## config.mk

```make
export PLATFORM = sky130hd
export DESIGN_NAME = imon_top
export DESIGN_NICKNAME = d
export VERILOG_FILES = /design/src/rtl/imon_pkg.sv /design/src/rtl/imon_tracker.sv /design/src/rtl/imon_rdmux.sv /design/src/rtl/imon_top.sv
export SDC_FILE = /design/constraint.sdc
export NUM_CORES = 1
export LEC_CHECK = 0
export BUFFER_PORTS_ARGS = -buffer_cell sky130_fd_sc_hd__buf_2
export CORE_UTILIZATION = 35
export DETAILED_ROUTE_END_ITERATION = 10
export PLACE_DENSITY_LB_ADDON = 0.12
export SLEW_MARGIN = 20
export SYNTH_ARGS = -nofsm -noshare
export SYNTH_HDL_FRONTEND = slang
export SYNTH_SLANG_ARGS = --single-unit
```

## constraint.sdc

```tcl
create_clock -name clk -period 24.6 [get_ports clk]
set_input_delay 7.38 -clock clk [delete_from_list [all_inputs] [get_ports clk]]
set_output_delay 7.38 -clock clk [all_outputs]
set_load 0.01 [all_outputs]
```

## src/rtl/imon_pkg.sv

```systemverilog
package imon_pkg;

    localparam int NTRK    = 2;
    localparam int TRK_STD = 0;
    localparam int TRK_NMI = 1;

    typedef enum logic [1:0] {
        FLD_MIN  = 2'd0,
        FLD_MAX  = 2'd1,
        FLD_LAST = 2'd2,
        FLD_LIVE = 2'd3
    } fld_e;

endpackage

```

## src/rtl/imon_tracker.sv

```systemverilog
module imon_tracker #(
    parameter int CW = 32
) (
    input  logic          clk,
    input  logic          rst_n,
    input  logic          smp_i,
    input  logic          mask_i,
    input  logic [CW-1:0] cyc_i,
    input  logic          rd_hit_i,
    output logic [CW-1:0] rep_min_o,
    output logic [CW-1:0] rep_max_o,
    output logic [CW-1:0] rep_last_o,
    output logic [CW-1:0] live_o
);
    localparam logic [CW-1:0] SENTINEL = {CW{1'b1}};

    typedef struct packed {
        logic          act;
        logic [CW-1:0] start;
        logic [CW-1:0] minv;
        logic [CW-1:0] maxv;
        logic [CW-1:0] last;
    } st_t;

    st_t           st_d, st_q;
    logic [CW-1:0] elapsed;
    logic [CW-1:0] eff_max;

    always_comb begin
        elapsed = cyc_i - st_q.start;
        eff_max = (st_q.act && (elapsed > st_q.maxv)) ? elapsed : st_q.maxv;
        st_d    = st_q;
        if (smp_i && mask_i && !st_q.act) begin
            st_d.act   = 1'b1;
            st_d.start = cyc_i;
        end else if (smp_i && !mask_i && st_q.act) begin
            st_d.act  = 1'b0;
            st_d.last = elapsed;
            if (elapsed < st_q.minv) st_d.minv = elapsed;
            if (elapsed > st_q.maxv) st_d.maxv = elapsed;
        end
        if (rd_hit_i && st_q.act && (elapsed > st_d.maxv)) begin
            st_d.maxv = elapsed;
        end
    end

    always_ff @(posedge clk) begin
        if (!rst_n) begin
            st_q.act   <= 1'b0;
            st_q.start <= '0;
            st_q.minv  <= SENTINEL;
            st_q.maxv  <= '0;
            st_q.last  <= '0;
        end else begin
            st_q <= st_d;
        end
    end

    assign rep_max_o  = eff_max;
    assign rep_min_o  = (st_q.minv == SENTINEL) ? eff_max : st_q.minv;
    assign rep_last_o = st_q.last;
    assign live_o     = st_q.act ? elapsed : '0;

    // last takes the duration of the run that just ended
    p_last_on_end_r3: assert property (@(posedge clk) disable iff (!rst_n)
        (smp_i && !mask_i && st_q.act) |=> (st_q.last == $past(cyc_i - st_q.start)));

    // stored max never falls, stored min never rises
    p_max_mono_r4: assert property (@(posedge clk) disable iff (!rst_n)
        1'b1 |=> (st_q.maxv >= $past(st_q.maxv)));
    p_min_mono_r4: assert property (@(posedge clk) disable iff (!rst_n)
        1'b1 |=> (st_q.minv <= $past(st_q.minv)));

    // without a strobe or a read nothing moves
    p_idle_hold_r5: assert property (@(posedge clk) disable iff (!rst_n)
        (!smp_i && !rd_hit_i) |=> $stable(st_q));

    // a read during a run leaves max at least the elapsed count
    p_read_raise_r6: assert property (@(posedge clk) disable iff (!rst_n)
        (rd_hit_i && st_q.act) |=> (st_q.maxv >= $past(cyc_i - st_q.start)));

endmodule

```

## src/rtl/imon_rdmux.sv

```systemverilog
module imon_rdmux
    import imon_pkg::*;
#(
    parameter int CW = 32
) (
    input  logic                      clk,
    input  logic                      rst_n,
    input  logic                      rd_en_i,
    input  logic                      rd_sel_i,
    input  logic [1:0]                rd_fld_i,
    input  logic [NTRK-1:0][CW-1:0]   rep_min_i,
    input  logic [NTRK-1:0][CW-1:0]   rep_max_i,
    input  logic [NTRK-1:0][CW-1:0]   rep_last_i,
    input  logic [NTRK-1:0][CW-1:0]   live_i,
    output logic [NTRK-1:0]           rd_hit_o,
    output logic [CW-1:0]             rd_data_o,
    output logic                      rd_valid_o
);
    typedef struct packed {
        logic          valid;
        logic [CW-1:0] data;
    } rd_t;

    rd_t rd_d, rd_q;

    for (genvar t = 0; t < NTRK; t++) begin : g_hit
        assign rd_hit_o[t] = rd_en_i && (int'(rd_sel_i) == t);
    end

    always_comb begin
        rd_d.valid = rd_en_i;
        rd_d.data  = rd_q.data;
        if (rd_en_i) begin
            unique case (fld_e'(rd_fld_i))
                FLD_MIN:  rd_d.data = rep_min_i[rd_sel_i];
                FLD_MAX:  rd_d.data = rep_max_i[rd_sel_i];
                FLD_LAST: rd_d.data = rep_last_i[rd_sel_i];
                default:  rd_d.data = live_i[rd_sel_i];
            endcase
        end
    end

    always_ff @(posedge clk) begin
        if (!rst_n) begin
            rd_q <= '0;
        end else begin
            rd_q <= rd_d;
        end
    end

    assign rd_data_o  = rd_q.data;
    assign rd_valid_o = rd_q.valid;

    // valid follows the request by exactly one edge
    p_rd_valid_r10: assert property (@(posedge clk) disable iff (!rst_n)
        rd_en_i |=> rd_valid_o);
    p_rd_quiet_r10: assert property (@(posedge clk) disable iff (!rst_n)
        !rd_en_i |=> !rd_valid_o);

endmodule

```

## src/rtl/imon_top.sv

```systemverilog
module imon_top
    import imon_pkg::*;
#(
    parameter int CW = 32
) (
    input  logic          clk,
    input  logic          rst_n,
    input  logic [CW-1:0] cyc_i,
    input  logic          std_mask_i,
    input  logic          nmi_mask_i,
    input  logic          sample_i,
    input  logic          rd_en_i,
    input  logic          rd_sel_i,
    input  logic [1:0]    rd_fld_i,
    output logic [CW-1:0] rd_data_o,
    output logic          rd_valid_o,
    output logic [CW-1:0] live_std_o,
    output logic [CW-1:0] live_nmi_o
);
    logic [NTRK-1:0]         mask_v;
    logic [NTRK-1:0]         rd_hit;
    logic [NTRK-1:0][CW-1:0] rep_min, rep_max, rep_last, live;

    assign mask_v[TRK_STD] = std_mask_i;
    assign mask_v[TRK_NMI] = nmi_mask_i;

    for (genvar t = 0; t < NTRK; t++) begin : g_trk
        imon_tracker #(.CW(CW)) u_trk (
            .clk        (clk),
            .rst_n      (rst_n),
            .smp_i      (sample_i),
            .mask_i     (mask_v[t]),
            .cyc_i      (cyc_i),
            .rd_hit_i   (rd_hit[t]),
            .rep_min_o  (rep_min[t]),
            .rep_max_o  (rep_max[t]),
            .rep_last_o (rep_last[t]),
            .live_o     (live[t])
        );
    end

    imon_rdmux #(.CW(CW)) u_rd (
        .clk        (clk),
        .rst_n      (rst_n),
        .rd_en_i    (rd_en_i),
        .rd_sel_i   (rd_sel_i),
        .rd_fld_i   (rd_fld_i),
        .rep_min_i  (rep_min),
        .rep_max_i  (rep_max),
        .rep_last_i (rep_last),
        .live_i     (live),
        .rd_hit_o   (rd_hit),
        .rd_data_o  (rd_data_o),
        .rd_valid_o (rd_valid_o)
    );

    assign live_std_o = live[TRK_STD];
    assign live_nmi_o = live[TRK_NMI];

    // a read of one tracker never touches the other
    p_one_hit_r8: assert property (@(posedge clk) disable iff (!rst_n)
        $onehot0(rd_hit));

endmodule

```

# Yosys cells after proc, flatten, opt, wreduce, memory -nomap -nowiden
# Cells that the tools add are included.
# word_totals
ff_bits	291
latchBits	0
ramBits	0
rom_bits	0
inputBits	41
out_inout_bits	97
elab_cells	82
mem_count	0
# op_classes
n_addsub	2
n_mul	0
div	0
magnitude_cmp	7
eq_ne	4
shift	0
n_mux	27
bitwise_logic	3
n_reduce_logical	27
# ops
cell	n
$mux W32	18
$mux W64	4
$gt A32 B32 Y1	4
$pmux W32 S3	1
$eq A32 B32 Y1 const B	2
$lt A32 B32 Y1	2
$sub A32 B32 Y32	2
$logic_and A1 B1 Y1	16
$reduce_and A3 Y1	2
$logic_not A1 Y1	4
$mux W1	4
$reduce_and A2 Y1	2
$reduce_bool A2 Y1	2
$not A1 Y1	3
$eq A2 B1 Y1 const B	1
$eq A2 B2 Y1 const B	1
$logic_not A2 Y1	1
$lt A1 B2 Y1 const B	1

# Longest topological paths before layout
# Gate-level depths: netlist (run 1).
# logic_depth
depth_word	8
mapped_depth	34
mapped_depth_nobuf	30

# Modules after synthesis
# From an unflattened synthesis (run 1), not the netlist that was laid out.
# unflattened
cells_unflattened	3119
area_unflattened_um2	24197.0
# by_module_without_submodules
module	instances	cells_each	area_per_inst_um2	seq_area_each_um2
imon_tracker at g_trk[0].u_trk	1	1465	10881.7	2582.5
imon_tracker at g_trk[1].u_trk	1	1284	9965.8	2582.5
imon_rdmux	1	370	3349.5	660.6

# Worst setup path before layout (run 1)
# No wires, ideal clock.
# synth_timing
path_kind	input to output
start	input port cyc_i[13]
end	output port live_nmi_o[21]
arrival_time_ns	9.938
required_ns	17.220
slack_ns	7.282
stages	9
path_buffers	0
cell_sequence	ha_1 > a21o_1 > a31o_1 > or3_4 > a211oi_4 > o21ai_1 > a221o_1 > xor2_1 > and2_1
# synth_between
elab_chain_len	2
# synth_rtl
item	line	rtl
start, declared	imon_top.sv:8	input logic [CW-1:0] cyc_i,
$sub A32 B32 Y32	imon_tracker.sv:30	elapsed = cyc_i - st_q.start;
via g_trk[1].u_trk.elapsed[21]	imon_tracker.sv:26	logic [CW-1:0] elapsed;
$mux W32	imon_tracker.sv:62	assign live_o = st_q.act ? elapsed : '0;
end, declared	imon_top.sv:18	output logic [CW-1:0] live_nmi_o
# The timed path passes the listed nets, and every way through them passes these cells.

# Final worst setup path (run 1)
# layout_timing
start	input port cyc_i[0]
end	output port live_std_o[22]
# layout_between
elab_chain_len	2
# layout_rtl
item	line	rtl
$sub A32 B32 Y32	imon_tracker.sv:30	
via g_trk[0].u_trk.elapsed[22]	imon_tracker.sv:26	
$mux W32	imon_tracker.sv:62	
end, declared	imon_top.sv:17	output logic [CW-1:0] live_std_o,
# The timed path passes the listed nets, and every way through them passes these cells.

==> results of run 1 <==
-- registers in the layout (all words and copies together) (netlist names) --
signal / flops
u_rd.rd_data_o: 32
u_rd.rd_valid_o: 1
g_trk.u_trk.rep_last_o: 64
g_trk.u_trk.st_q: 194
-- worst max-delay path: cells and delay by family --
family | cells | cell delay [ps]
simple gates | 3 | 810
fa+ha+maj | 2 | 410
xor+xnor | 1 | 470
buf+inv | 4 | 660
compound gates | 4 | 1010
-- metal layers --
metal / global-route usage / vias up / part of all wire
met1: 0.377 / 10700 / 0.44
met4: 0.111 / 2 / 0.041
li1: - / 10700 / -
met2: 0.455 / 844 / 0.45
met3: 0.0350 / 177 / 0.065
met5: 0 / - / 0.00013
-- area by class of cell --
cell class / count / share of cell area
clock buffer: 56 / 0.0445
clock inverter: 15 / 0.00631
inverter: 242 / 0.0357
multi-input combinational: 2242 / 0.594
sequential: 291 / 0.228
tap: 846 / 0.0414
timing repair buffer: 218 / 0.0508
-- worst min-delay path by stage --
stage / startpoint / end / slack (ps) / cells after the start
finish: g_trk[1].u_trk.st_q[112] / g_trk[1].u_trk.st_q[112] / 450 / 2
global route: g_trk[1].u_trk.rep_last_o[4] / g_trk[1].u_trk.rep_last_o[4] / 470 / 2
CTS: g_trk[1].u_trk.rep_last_o[8] / g_trk[1].u_trk.rep_last_o[8] / 450 / 2
detailed placement: g_trk[1].u_trk.rep_last_o[8] / g_trk[1].u_trk.rep_last_o[8] / 450 / 2
global placement: g_trk[0].u_trk.rep_last_o[11] / g_trk[0].u_trk.rep_last_o[11] / 440 / 2
floorplan: g_trk[0].u_trk.rep_last_o[11] / g_trk[0].u_trk.rep_last_o[11] / 430 / 2
-- cells by family after synthesis --
family | Yosys count | synth area share
AND/OR/NAND/NOR | 938 | 0.194
AO/OA/AOI/OAI | 864 | 0.249
buffers and inverters | 408 | 0.0694
flip-flops | 291 | 0.259
adder cells (fa/ha/maj) | 254 | 0.142
multiplexers | 135 | 0.0652
XOR/XNOR | 51 | 0.0210
-- power groups by stage --
stage,Combinational [mW],Clock (mW),Sequential (mW)
after floorplan,0.363,0,0.518
after CTS,0.598,0.602,0.517
after detailed placement,0.595,0,0.527
after global placement,0.586,0,0.526
final,0.605,0.591,0.518
after global routing,0.658,0.620,0.519
-- synth_stat cells (6+ instances only) --
| master | count |
|---|---|
| a2111oi_0 | 6 |
| a211o_1 | 13 |
| a211oi_1 | 64 |
| a21o_1 | 81 |
| a21oi_1 | 272 |
| a221oi_1 | 17 |
| a31oi_1 | 34 |
| and2_1 | 70 |
| and3_1 | 18 |
| and4_1 | 9 |
| buf_1 | 8 |
| buf_2 | 16 |
| clkbuf_1 | 139 |
| dfxtp_1 | 291 |
| ha_1 | 252 |
| inv_1 | 242 |
| mux2_2 | 13 |
| mux2i_1 | 114 |
| mux4_2 | 8 |
| nand2_1 | 436 |
| nand2b_1 | 19 |
| nand3_1 | 49 |
| nand4_1 | 53 |
| nor2_1 | 145 |
| nor2b_1 | 41 |
| nor3_1 | 33 |
| nor4_1 | 14 |
| o2111ai_1 | 8 |
| o211ai_1 | 93 |
| o21a_1 | 22 |
| o21ai_0 | 148 |
| o21bai_1 | 8 |
| o221ai_1 | 8 |
| o22ai_1 | 6 |
| o311a_1 | 7 |
| o31a_1 | 7 |
| or2_2 | 16 |
| or3_1 | 15 |
| xnor2_1 | 31 |
| xor2_1 | 18 |
==> summary.txt, run 1 <==
Drt
  • Routed vias: 22400
  • Routed length per placed instance: 24.3 um
  • DRT antenna net count: 0
  • Final WL: 94900 um
  • Vias/cell: 5.73
  • Drt pass-1 iters: 8
  • DRC: 0
  • DR iter-0 viols: 2036

Place
  • Detailed-placement wirelength estimate: 70200 um
  • Dpl cells: 3839
  • Dpl ws: 6530 ps
  • RD Place Congestion: 0.921
  • Post-DP Area: 0.0243 mm2
  • Number of I/O port buffers: 137

Timing
  • Final worst slack: 6480 ps
  • Final hold slack: 452 ps
  • Slew Viols, Final: 0
  • Final Skew: 24.0 ps
  • Final setup violation count: 0
  • F_max: 55.2 MHz
  • RSZ-0062 raised after global routing: false
  • Worst-margin pin slew: 1020 ps
  • Final period util: 0.737
  • Crit path time final: 18120 ps
  • Fin. Hold Viols: 0
  • TNS Setup: 0 ps
  • Slew margin rel.: 0.317

Clock network
  • TritonCTS clock tree: built
  • Worst-path clk slew: 50 ps
  • Post_cts resized: 0
  • H-tree Lvls: 2
  • Hold buffers post-CTS: 0
  • Clk_lat worst skew: 580 ps
  • Max clock buf depth: 3
  • CTS Buf Count: 39
  • Post-CTS Setup Inserts: 0
  • CTS root buf: clkbuf_16
  • CTS sink count: 291

Yosys
  • Most area-hungry cell type in the Yosys netlist: dfxtp_1
  • Netlist cell types: 89
  • Asr flop ratio synth: 0
  • Ys Warns: 0
  • Top FF cell, synth: dfxtp_1
  • Synth Net Count: 3236
  • Yosys top cell area share: 0.259
  • Gate Count Post-Synth: 2941
  • Top post-synthesis cells by area: dfxtp_1, ha_1, nand2_1
  • Post-synth EDFFs: 0
  • Synthesized area per cell: 7.65 um2
  • FF+latch count, synth: 291
  • Sequential area share after synthesis: 0.259
  • Netlist area before placement: 0.0225 mm2

Finish
  • Most common cell after layout, fill and taps aside: nand2_1
  • Layout area overhead: 13.7%
  • Area of the multi-input gates: 0.0152 mm2
  • Antenna Cells: 0
  • FILL cells: 6582
  • FF+latch area: 0.00583 mm2
  • Layout cell share with drive strength beyond 1: 0.115
  • Post-route core utilization: 0.404
  • Commonest non-fill, non-tap cells in the layout: nand2_1, dfxtp_1, a21oi_1
  • Non-filler cells, final: 3910
  • Post-Layout Inst Area: 0.0256 mm2
  • Fin nets: 3329

Critical path
  • Worst Setup Start Kind: primary input
  • Crit-path max FO: 8
  • CP startpoint: cyc_i[0]
  • CP Capture Point: live_std_o[22]
  • Max incr delay on CP: 480 ps
  • Critical Path, Cell by Cell: buf_2, inv_1, ha_1, fa_1, nor2b_1, o31a_1, o21ai_1, a211o_1, a2111oi_0, or3b_2, xnor2_1, inv_1, and2_1, buf_2
  • Worst r2r path cells: 30
  • Required @ worst endpoint: 17220 ps
  • R2r startpoint: g_trk[0].u_trk.st_q[98]
  • WS Path Type: primary input to primary output
  • FF-to-FF setup slack: 16010 ps
  • Reg-to-reg endpoint: g_trk[0].u_trk.st_q[51]
  • Data arrival time of the worst path: 10740 ps
  • Crit path capture type: primary output
  • Slowest-stage cell, CP: or3b_2

Power and ir drop
  • PwrDens: 67.0 mW/mm2
  • Switching share of power: 0.387
  • Reg power frac: 0.302
  • P_int: 1.05 mW
  • VDD IR max: 0.0525 mV
  • NetSw: 0.663 mW
  • Combinational Power Share: 0.353
  • Pwr Total: 1.71 mW
  • Lkg Pwr: 10.8 nW
  • Clock power frac: 0.345

GRT
  • Total Routing Usage GR: 0.281
  • Pin count of the biggest net entering global routing: 86
  • Initial antenna violation count: 2
  • First-pass GRT wire length: 139000 um
  • Gr ovfl total: 0
  • Number of global-route vias before repair: 21500

Floorplan
  • Die Footprint: 0.0653 mm2
  • Starting Density: 0.356
  • Core area: 0.0633 mm2
  • FP Rows: 92
  • Die Y: 256 um
  • Die span in x: 256 um
  • I/O pin count: 138

Run status
  • Status: completed

Job
  • Max-cap violations: 0

Min path
  • Min-Delay Path Class: flop to flop
Note: power is estimated with default switching activity, not from simulation.
==> run 2: changes to the inputs <==
==> constraint.sdc (replaced) <==
create_clock -name clk -period 15.1 [get_ports clk]
set_input_delay 4.53 -clock clk [delete_from_list [all_inputs] [get_ports clk]]
set_output_delay 4.53 -clock clk [all_outputs]
set_load 0.01 [all_outputs]
==> summary.txt, run 2 (synthesis gave the netlist of run 1 again) <==
Floorplan
  • FP Rows: 92
  • Die Y: 256 um
  • Die Footprint: 0.0653 mm2
  • Core area: 0.0633 mm2
  • Die span in x: 256 um
  • Starting Density: 0.356
  • I/O pin count: 138

Clock network
  • CTS Buf Count: 40
  • Post-CTS Setup Inserts: 0
  • Post_cts resized: 0
  • H-tree Lvls: 2
  • CTS root buf: clkbuf_16
  • Hold buffers post-CTS: 0
  • CTS sink count: 291
  • Clk_lat worst skew: 580 ps
  • Worst-path clk slew: 60 ps
  • TritonCTS clock tree: built
  • Max clock buf depth: 3

GRT
  • Total Routing Usage GR: 0.281
  • Number of global-route vias before repair: 21400
  • Initial antenna violation count: 1
  • Gr ovfl total: 0
  • First-pass GRT wire length: 139000 um
  • Pin count of the biggest net entering global routing: 72

Finish
  • Layout cell share with drive strength beyond 1: 0.116
  • Fin nets: 3335
  • Post-route core utilization: 0.406
  • Layout area overhead: 14.1%
  • Non-filler cells, final: 3914
  • Top reg by flops: g_trk.u_trk.st_q
  • Post-Layout Inst Area: 0.0257 mm2
  • Max FFs per register: 194
  • Most common cell after layout, fill and taps aside: nand2_1
  • Commonest non-fill, non-tap cells in the layout: nand2_1, dfxtp_1, a21oi_1

Critical path
  • Critical Path, Cell by Cell: buf_2, inv_1, ha_1, fa_1, nor2b_1, o31a_1, o21ai_1, a211o_1, a2111oi_0, or3b_2, xnor2_1, inv_1, and2_1, buf_2
  • Crit path capture type: primary output
  • Required @ worst endpoint: 10570 ps
  • WS Path Type: primary input to primary output
  • Data arrival time of the worst path: 7840 ps
  • Worst r2r path cells: 30
  • Max incr delay on CP: 490 ps
  • Crit-path max FO: 8
  • Slowest-stage cell, CP: or3b_2
  • Worst Setup Start Kind: primary input

Power and ir drop
  • VDD IR max: 0.0896 mV
  • PwrDens: 110 mW/mm2
  • Lkg Pwr: 10.8 nW

Run status
  • Status: completed

Place
  • RD Place Congestion: 0.969
  • Detailed-placement wirelength estimate: 70500 um
  • Dpl cells: 3843
  • Number of I/O port buffers: 137
  • Post-DP Area: 0.0243 mm2

Timing
  • Slew margin rel.: 0.275
  • Final setup violation count: 0
  • Slew Viols, Final: 0
  • Fin. Hold Viols: 0
  • Final hold slack: 451 ps
  • TNS Setup: 0 ps
  • Final Skew: 28.2 ps
  • Final period util: 0.819
  • Crit path time final: 12370 ps
  • Worst-margin pin slew: 1090 ps
  • F_max: 80.9 MHz
  • RSZ-0062 raised after global routing: false

Drt
  • DR iter-0 viols: 2034
  • Routed length per placed instance: 24.2 um
  • Vias/cell: 5.78
  • DRC: 0
  • DRT antenna net count: 0
  • Routed vias: 22600
  • Final WL: 94900 um
  • Drt pass-1 iters: 5

Min path
  • Hold depth: 2
  • Min-Delay Path Class: flop to flop

Job
  • Max-cap violations: 0
-- run 2: final timing paths --
check | startpoint | endpoint | slack, ps
max | cyc_i[0] | live_std_o[22] | 2730
min | g_trk[1].u_trk.rep_last_o[8] | g_trk[1].u_trk.rep_last_o[8] | 450
max reg2reg | g_trk[1].u_trk.st_q[96] | g_trk[1].u_trk.st_q[52] | 7030
min reg2reg | g_trk[1].u_trk.rep_last_o[8] | g_trk[1].u_trk.rep_last_o[8] | 450
-- run 2: critical path: cells and delay by family --
family,cells,cell delay [ps]
AO/OA/AOI/OAI,4,1000
AND/OR/NAND/NOR,3,820
buffers and inverters,4,650
adder cells (fa/ha/maj),2,420
XOR/XNOR,1,410
-- run 2: stage by stage --
stage	power [mW]	worst slack, ps
after floorplan	1.44	3480
after global placement	1.82	2830
after detailed placement	1.83	2590
after CTS	2.84	2760
after global routing	2.97	2490
final	2.84	2730
-- run 2: power by group --
| group | total, mW | internal, mW | switching (mW) |
|---|---|---|---|
| clock | 1.00 | 0.606 | 0.395 |
| combinational | 0.993 | 0.344 | 0.649 |
| sequential | 0.843 | 0.806 | 0.0373 |
| total | 2.84 | 1.76 | 1.08 |
-- run 2: layout make-up --
type / instances / area (um2)
antenna: 1 / 2.50
clock buffer: 54 / 1120
clock inverter: 15 / 218
fill: 6635 / 37600
inverter: 242 / 913
multi-input combinational: 2242 / 15200
sequential: 291 / 5830
tap: 846 / 1060
timing repair buffer: 223 / 1350
-- run 2: per-layer routing --
layer	global-route usage	vias to the layer above	wire (um)
li1	-	10700	-
met1	0.371	10800	41600
met2	0.453	876	42600
met3	0.0444	191	6540
met4	0.116	0	4110
met5	0	-	0
